--- src/rtl/csr_bank_pkg.sv ---
package csr_bank_pkg;

  // Register chosen by address bits [3:2]
  typedef enum logic [1:0] {
    SEL_CTRL   = 2'd0,
    SEL_STATUS = 2'd1,
    SEL_FLAG   = 2'd2,
    SEL_CMD    = 2'd3
  } regSel_t;

  // Strobes handed from the bus glue to the bank
  typedef struct packed {
    logic    wrCtrl;
    logic    wrFlag;
    logic    wrCmd;
    logic    rdEn;
    regSel_t rdSel;
  } bankStrobe_t;

endpackage

--- src/rtl/csr_bus_ctrl.sv ---
module csr_bus_ctrl
  import csr_bank_pkg::*;
#(
  parameter int ADDR_W = 12,
  parameter int DATA_W = 32
) (
  input  logic              psel,
  input  logic              penable,
  input  logic              pwrite,
  input  logic [ADDR_W-1:0] paddr,
  input  logic [DATA_W-1:0] pwdata,
  input  logic [DATA_W/8-1:0] pstrb,
  input  logic [DATA_W-1:0] ctrlQ,
  output bankStrobe_t       strobe,
  output logic [DATA_W-1:0] mergedData,
  output logic              slvErr
);
  localparam int LANES = DATA_W / 8;

  logic              accessPhase;
  logic              addrHit;
  regSel_t           sel;
  logic [DATA_W-1:0] laneMask;

  assign accessPhase = psel && penable;
  // Word-aligned and inside the four-register window
  assign addrHit = (paddr[1:0] == 2'b00) && (paddr[ADDR_W-1:4] == '0);
  assign sel     = regSel_t'(paddr[3:2]);

  for (genvar gi = 0; gi < LANES; gi++) begin : g_lane
    assign laneMask[gi*8 +: 8] = {8{pstrb[gi]}};
  end

  always_comb begin
    strobe        = '0;
    strobe.rdSel  = sel;
    strobe.rdEn   = accessPhase && !pwrite && addrHit;
    if (accessPhase && pwrite && addrHit) begin
      case (sel)
        SEL_CTRL: strobe.wrCtrl = 1'b1;
        SEL_FLAG: strobe.wrFlag = 1'b1;
        SEL_CMD:  strobe.wrCmd  = 1'b1;
        default:  ; // status is hardware-owned: no strobe
      endcase
    end
  end

  // Unstrobed lanes keep the stored control bytes; elsewhere they read as zero
  assign mergedData = strobe.wrCtrl ? ((pwdata & laneMask) | (ctrlQ & ~laneMask))
                                    : (pwdata & laneMask);

  assign slvErr = accessPhase && !addrHit;

endmodule

--- src/rtl/csr_bank.sv ---
module csr_bank
  import csr_bank_pkg::*;
#(
  parameter int          DATA_W     = 32,
  parameter int          EVENT_W    = 8,
  parameter logic [DATA_W-1:0] CTRL_RESET = '0
) (
  input  logic               clk,
  input  logic               rstN,
  input  bankStrobe_t        strobe,
  input  logic [DATA_W-1:0]  mergedData,
  input  logic [DATA_W-1:0]  hwStatus,
  input  logic [EVENT_W-1:0] hwEvent,
  output logic [DATA_W-1:0]  ctrlQ,
  output logic [DATA_W-1:0]  rdData,
  output logic               cmdPulse,
  output logic               irq
);
  logic [DATA_W-1:0]  statusQ;
  logic [EVENT_W-1:0] flagQ;
  logic [EVENT_W-1:0] clrMask;

  // Software-owned control storage
  always_ff @(posedge clk or negedge rstN) begin
    if (!rstN)              ctrlQ <= CTRL_RESET;
    else if (strobe.wrCtrl) ctrlQ <= mergedData;
  end

  // Hardware-owned status: no bus path reaches it
  always_ff @(posedge clk or negedge rstN) begin
    if (!rstN) statusQ <= '0;
    else       statusQ <= hwStatus;
  end

  // Jointly owned flags: clear first, then hardware set overrides
  assign clrMask = strobe.wrFlag ? mergedData[EVENT_W-1:0] : '0;

  always_ff @(posedge clk or negedge rstN) begin
    if (!rstN) flagQ <= '0;
    else       flagQ <= (flagQ & ~clrMask) | hwEvent;
  end

  // Command strobe register: bit 0 launches the pulse
  always_ff @(posedge clk or negedge rstN) begin
    if (!rstN) cmdPulse <= 1'b0;
    else       cmdPulse <= strobe.wrCmd && mergedData[0];
  end

  assign irq = |flagQ;

  always_comb begin
    rdData = '0;
    if (strobe.rdEn) begin
      case (strobe.rdSel)
        SEL_CTRL:   rdData = ctrlQ;
        SEL_STATUS: rdData = statusQ;
        SEL_FLAG:   rdData = DATA_W'(flagQ);
        default:    rdData = '0;
      endcase
    end
  end

endmodule

--- src/rtl/csr_slave.sv ---
module csr_slave
  import csr_bank_pkg::*;
#(
  parameter int          ADDR_W     = 12,
  parameter int          DATA_W     = 32,
  parameter int          EVENT_W    = 8,
  parameter logic [DATA_W-1:0] CTRL_RESET = 32'h0000_0101
) (
  input  logic                pclk,
  input  logic                presetn,
  input  logic                psel,
  input  logic                penable,
  input  logic                pwrite,
  input  logic [ADDR_W-1:0]   paddr,
  input  logic [DATA_W-1:0]   pwdata,
  input  logic [DATA_W/8-1:0] pstrb,
  output logic [DATA_W-1:0]   prdata,
  output logic                pready,
  output logic                pslverr,
  input  logic [DATA_W-1:0]   hwStatus,
  input  logic [EVENT_W-1:0]  hwEvent,
  output logic [DATA_W-1:0]   ctrlOut,
  output logic                cmdPulse,
  output logic                irq
);
  bankStrobe_t       strobe;
  logic [DATA_W-1:0] mergedData;
  logic [DATA_W-1:0] ctrlQ;

  csr_bus_ctrl #(
    .ADDR_W(ADDR_W),
    .DATA_W(DATA_W)
  ) i_bus_ctrl (
    .psel      (psel),
    .penable   (penable),
    .pwrite    (pwrite),
    .paddr     (paddr),
    .pwdata    (pwdata),
    .pstrb     (pstrb),
    .ctrlQ     (ctrlQ),
    .strobe    (strobe),
    .mergedData(mergedData),
    .slvErr    (pslverr)
  );

  csr_bank #(
    .DATA_W    (DATA_W),
    .EVENT_W   (EVENT_W),
    .CTRL_RESET(CTRL_RESET)
  ) i_bank (
    .clk       (pclk),
    .rstN      (presetn),
    .strobe    (strobe),
    .mergedData(mergedData),
    .hwStatus  (hwStatus),
    .hwEvent   (hwEvent),
    .ctrlQ     (ctrlQ),
    .rdData    (prdata),
    .cmdPulse  (cmdPulse),
    .irq       (irq)
  );

  assign pready  = 1'b1;
  assign ctrlOut = ctrlQ;

endmodule

--- config.mk ---
export PLATFORM = sky130hd
export DESIGN_NAME = csr_slave
export DESIGN_NICKNAME = d
export VERILOG_FILES = /design/src/rtl/csr_bank_pkg.sv /design/src/rtl/csr_bus_ctrl.sv /design/src/rtl/csr_bank.sv /design/src/rtl/csr_slave.sv
export SDC_FILE = /design/constraint.sdc
export NUM_CORES = 1
export LEC_CHECK = 0
export ABC_CLOCK_PERIOD_IN_PS = 1600
export BUFFER_PORTS_ARGS = -buffer_cell sky130_fd_sc_hd__buf_2
export CAP_MARGIN = 20
export CELL_PAD_IN_SITES_DETAIL_PLACEMENT = 1
export CELL_PAD_IN_SITES_GLOBAL_PLACEMENT = 1
export CORE_MARGIN = 3
export CORE_UTILIZATION = 32
export CTS_BUF_LIST = sky130_fd_sc_hd__clkbuf_2
export CTS_CLUSTER_DIAMETER = 60
export DETAILED_ROUTE_END_ITERATION = 6
export PLACE_DENSITY_LB_ADDON = 0.1
export SYNTH_ARGS = -nofsm -noshare
export SYNTH_HDL_FRONTEND = slang
export SYNTH_SLANG_ARGS = --single-unit
--- constraint.sdc ---
create_clock -name pclk -period 1.6 [get_ports pclk]
set_input_delay 0.32 -clock pclk [delete_from_list [all_inputs] [get_ports pclk]]
set_output_delay 0.32 -clock pclk [all_outputs]
set_load 0.02 [all_outputs]
==> results.md <==
* Synthesized area at 3150 um2
* Worst hold slack at 70.6 ps
* Sequential area share after synthesis at 0.580
* XOR/XNOR Fraction of Synth Area at 0
* Final #Nets at 613
* Layout Utilization at 0.628
* Pre-antenna DRT Iters at 4
* Setup crit start kind: register
* Post-DP HPWL at 7.38 mm
* Global Route met2 Usage at 0.383
* Critical path cell sequence: mux2i_1 > or2_4 > a21oi_2 > buf_6
* Crit-path slowest cell: dfstp_2
* DRT Wirelength at 11.9 mm
* Buffers on Ports at 159
* Initial antenna violation count at 0
* Final cell count without fillers at 654
* Final setup margin at -375 ps
* Period Utilization, post-route at 1.23
* Routing usage on met3 at 0.0655
* Root Buffer: clkbuf_2
* Most frequent cells in the layout: buf_2 (116), dfrtp_1 (71), dlygate4sd3_1 (71)
* Synth unique cells at 30
* Die X at 105 um
* CTS tree: built
* Antenna diodes at 0
* # IOs at 161
* Fraction of layout instances using a drive strength above 1 at 0.579
* EDFF count, synth at 0
* Leak at 2.87 nW
* Syn avg cell area at 12.6 um2
* Status: finished, violations left
* Synth area leaders: dfrtp_1 (56%), mux2_2 (11%), mux2i_1 (10%)
* RePlAce Congestion at 0.765
* GRT busiest layer: met2
* Mux cell area share after synthesis at 0.216
* Area delta synth->final at 87.6%
* Dpl cells at 562
* Clock latency at the later pin of the worst-skew pair at 490 ps
* Htree depth at 3
* Hold violation count in the final report at 0
* Largest net degree at the start of global routing at 74
* Min Clock Period, post-route at 1970 ps
* Async SR Flop Fraction at 1.00
* Initial Utilization at 0.335
* Total power per unit cell area at 588 nW/um2
* Power, Total at 3.48 mW
* Grt total ovfl at 0
* Failing checks: negative setup slack
* #FFs+latches synth at 73
* Synth Instances at 250
* RSZ-0062 raised after global routing: yes
* Pre-CTS setup slack at -485 ps
* Worst-path clk slew at 210 ps
* Final Max Slew Viols at 0
* HP Class: in2reg
* Core Region at 9420 um2
* Global Route Usage Sum at 0.216
* Routed vias/inst at 4.61
* Clk sinks at 73
* Top FF cell, synth: dfrtp_1
* Fill count at 974
* Crit-path leading delay family: flip-flops
* Antenna-violating nets left at 0
* DR vias at 3016
* Max_cap viols at 0
* Clock Skew at 0 ps
* Crit-path max cell delay at 580 ps
* Simple-gate portion of the synthesized area at 0.149
* Max Clk Rate at 506 MHz
* Synth Area in Compound Gates at 0.0286
* CTS max path bufs at 2
* Vias in the first global route at 3412
* Total CTS buffers at 9
* WS Path Type: reg2out
* Synth top area share at 0.564
* FP Rows at 35
* Combinational family with the most area after synthesis: multiplexers
* Maximum vdd drop at 406 uV
* Most common cell after layout, fill and taps aside: buf_2
* Mapped Nets at 343
* CP max FO at 2
* Worst EP required at 1280 ps
* Critical Path Sink Type: primary output
* Synth area leader: dfrtp_1
* Critical Path AT at 1650 ps
* Warnings from Yosys at 0
* Post-synthesis adder-cell area fraction at 0
* DR iter-0 viols at 84
* Average wire per standard cell at 18.1 um
* First-pass GRT wire length at 18.6 mm
* DRC at 0
* Routing usage on met1 at 0.257
* Endpoints failing setup at 35
* Die area at 11100 um2
* Die height at 105 um
* WP buf/inv at 1
logic make-up (layout without fill, tap and decap cells):
family,count (synthesis),count (layout)
AO/OA/AOI/OAI,16,16
flip-flops,73,73
buffers and inverters,19,294
AND/OR/NAND/NOR,77,77
multiplexers,64,64
other,1,1
cells in the mapped netlist, types with 4 or more instances:
master    instances
a21oi_1           8
a31oi_1           8
clkbuf_1          5
dfrtp_1          71
inv_1             8
mux2_2           30
mux2i_1          32
nand2_1           9
nor2_1           33
nor4_1            4
nor4_4            4
or2_2             8
or4b_2            4
worst paths after layout:
check | slack, ps | cells past startpoint | startpoint | end
max in group asynchronous | 910 | 3 | presetn | i_bank.statusQ[25]
setup / recovery | -370 | 4 | i_bank.ctrlQ[0] | prdata[0]
min in group asynchronous | 300 | 3 | presetn | i_bank.flagQ[7]
hold / removal | 70 | 2 | pwdata[10] | register
hold reg to reg | 550 | 1 | i_bank.ctrlQ[1] | i_bank.ctrlQ[1]
setup reg to reg | 640 | 3 | i_bank.ctrlQ[0] | i_bank.ctrlQ[0]
report_power, final:
| part | internal, mW | switching, mW |
|---|---|---|
| registers | 1.89 | 0.0121 |
| clock network | 0.370 | 0.677 |
| logic | 0.300 | 0.227 |
| total | 2.56 | 0.917 |
layout make-up:
type                       instances  area, um2  area share
timing repair buffer             270       2190       0.371
clock buffer                      11       55.1     0.00931
sequential                        73       1830       0.309
multi-input combinational        158       1590       0.269
clock inverter                     5       57.6     0.00974
tap                              129        161      0.0273
inverter                           8       30.0     0.00508
routing by layer:
| metal | routed length, um | share of wire |
|---|---|---|
| met1 | 4800 | 0.40 |
| met2 | 6220 | 0.52 |
| met3 | 703 | 0.059 |
| met4 | 148 | 0.012 |
| met5 | 0 | 0 |
repair_timing:
item                                   4_1_cts  5_1_grt
setup buffers                                8        4
resized for setup                          103        6
endpoints found under the hold margin      133        5
cloned                                       3        0
setup endpoints to repair                   36       37
hold buffers                                66        5
pin swaps                                   30        6
stage by stage:
step | instance area, um2 | TNS [ps]
after floorplan | 3440 | -14130
after global placement | 4640 | -27580
after detailed placement | 4640 | -29810
after CTS | 5830 | -9590
after global routing | 5910 | -12100
final | 5910 | -9340
Note: power is estimated with default switching activity, not from simulation.
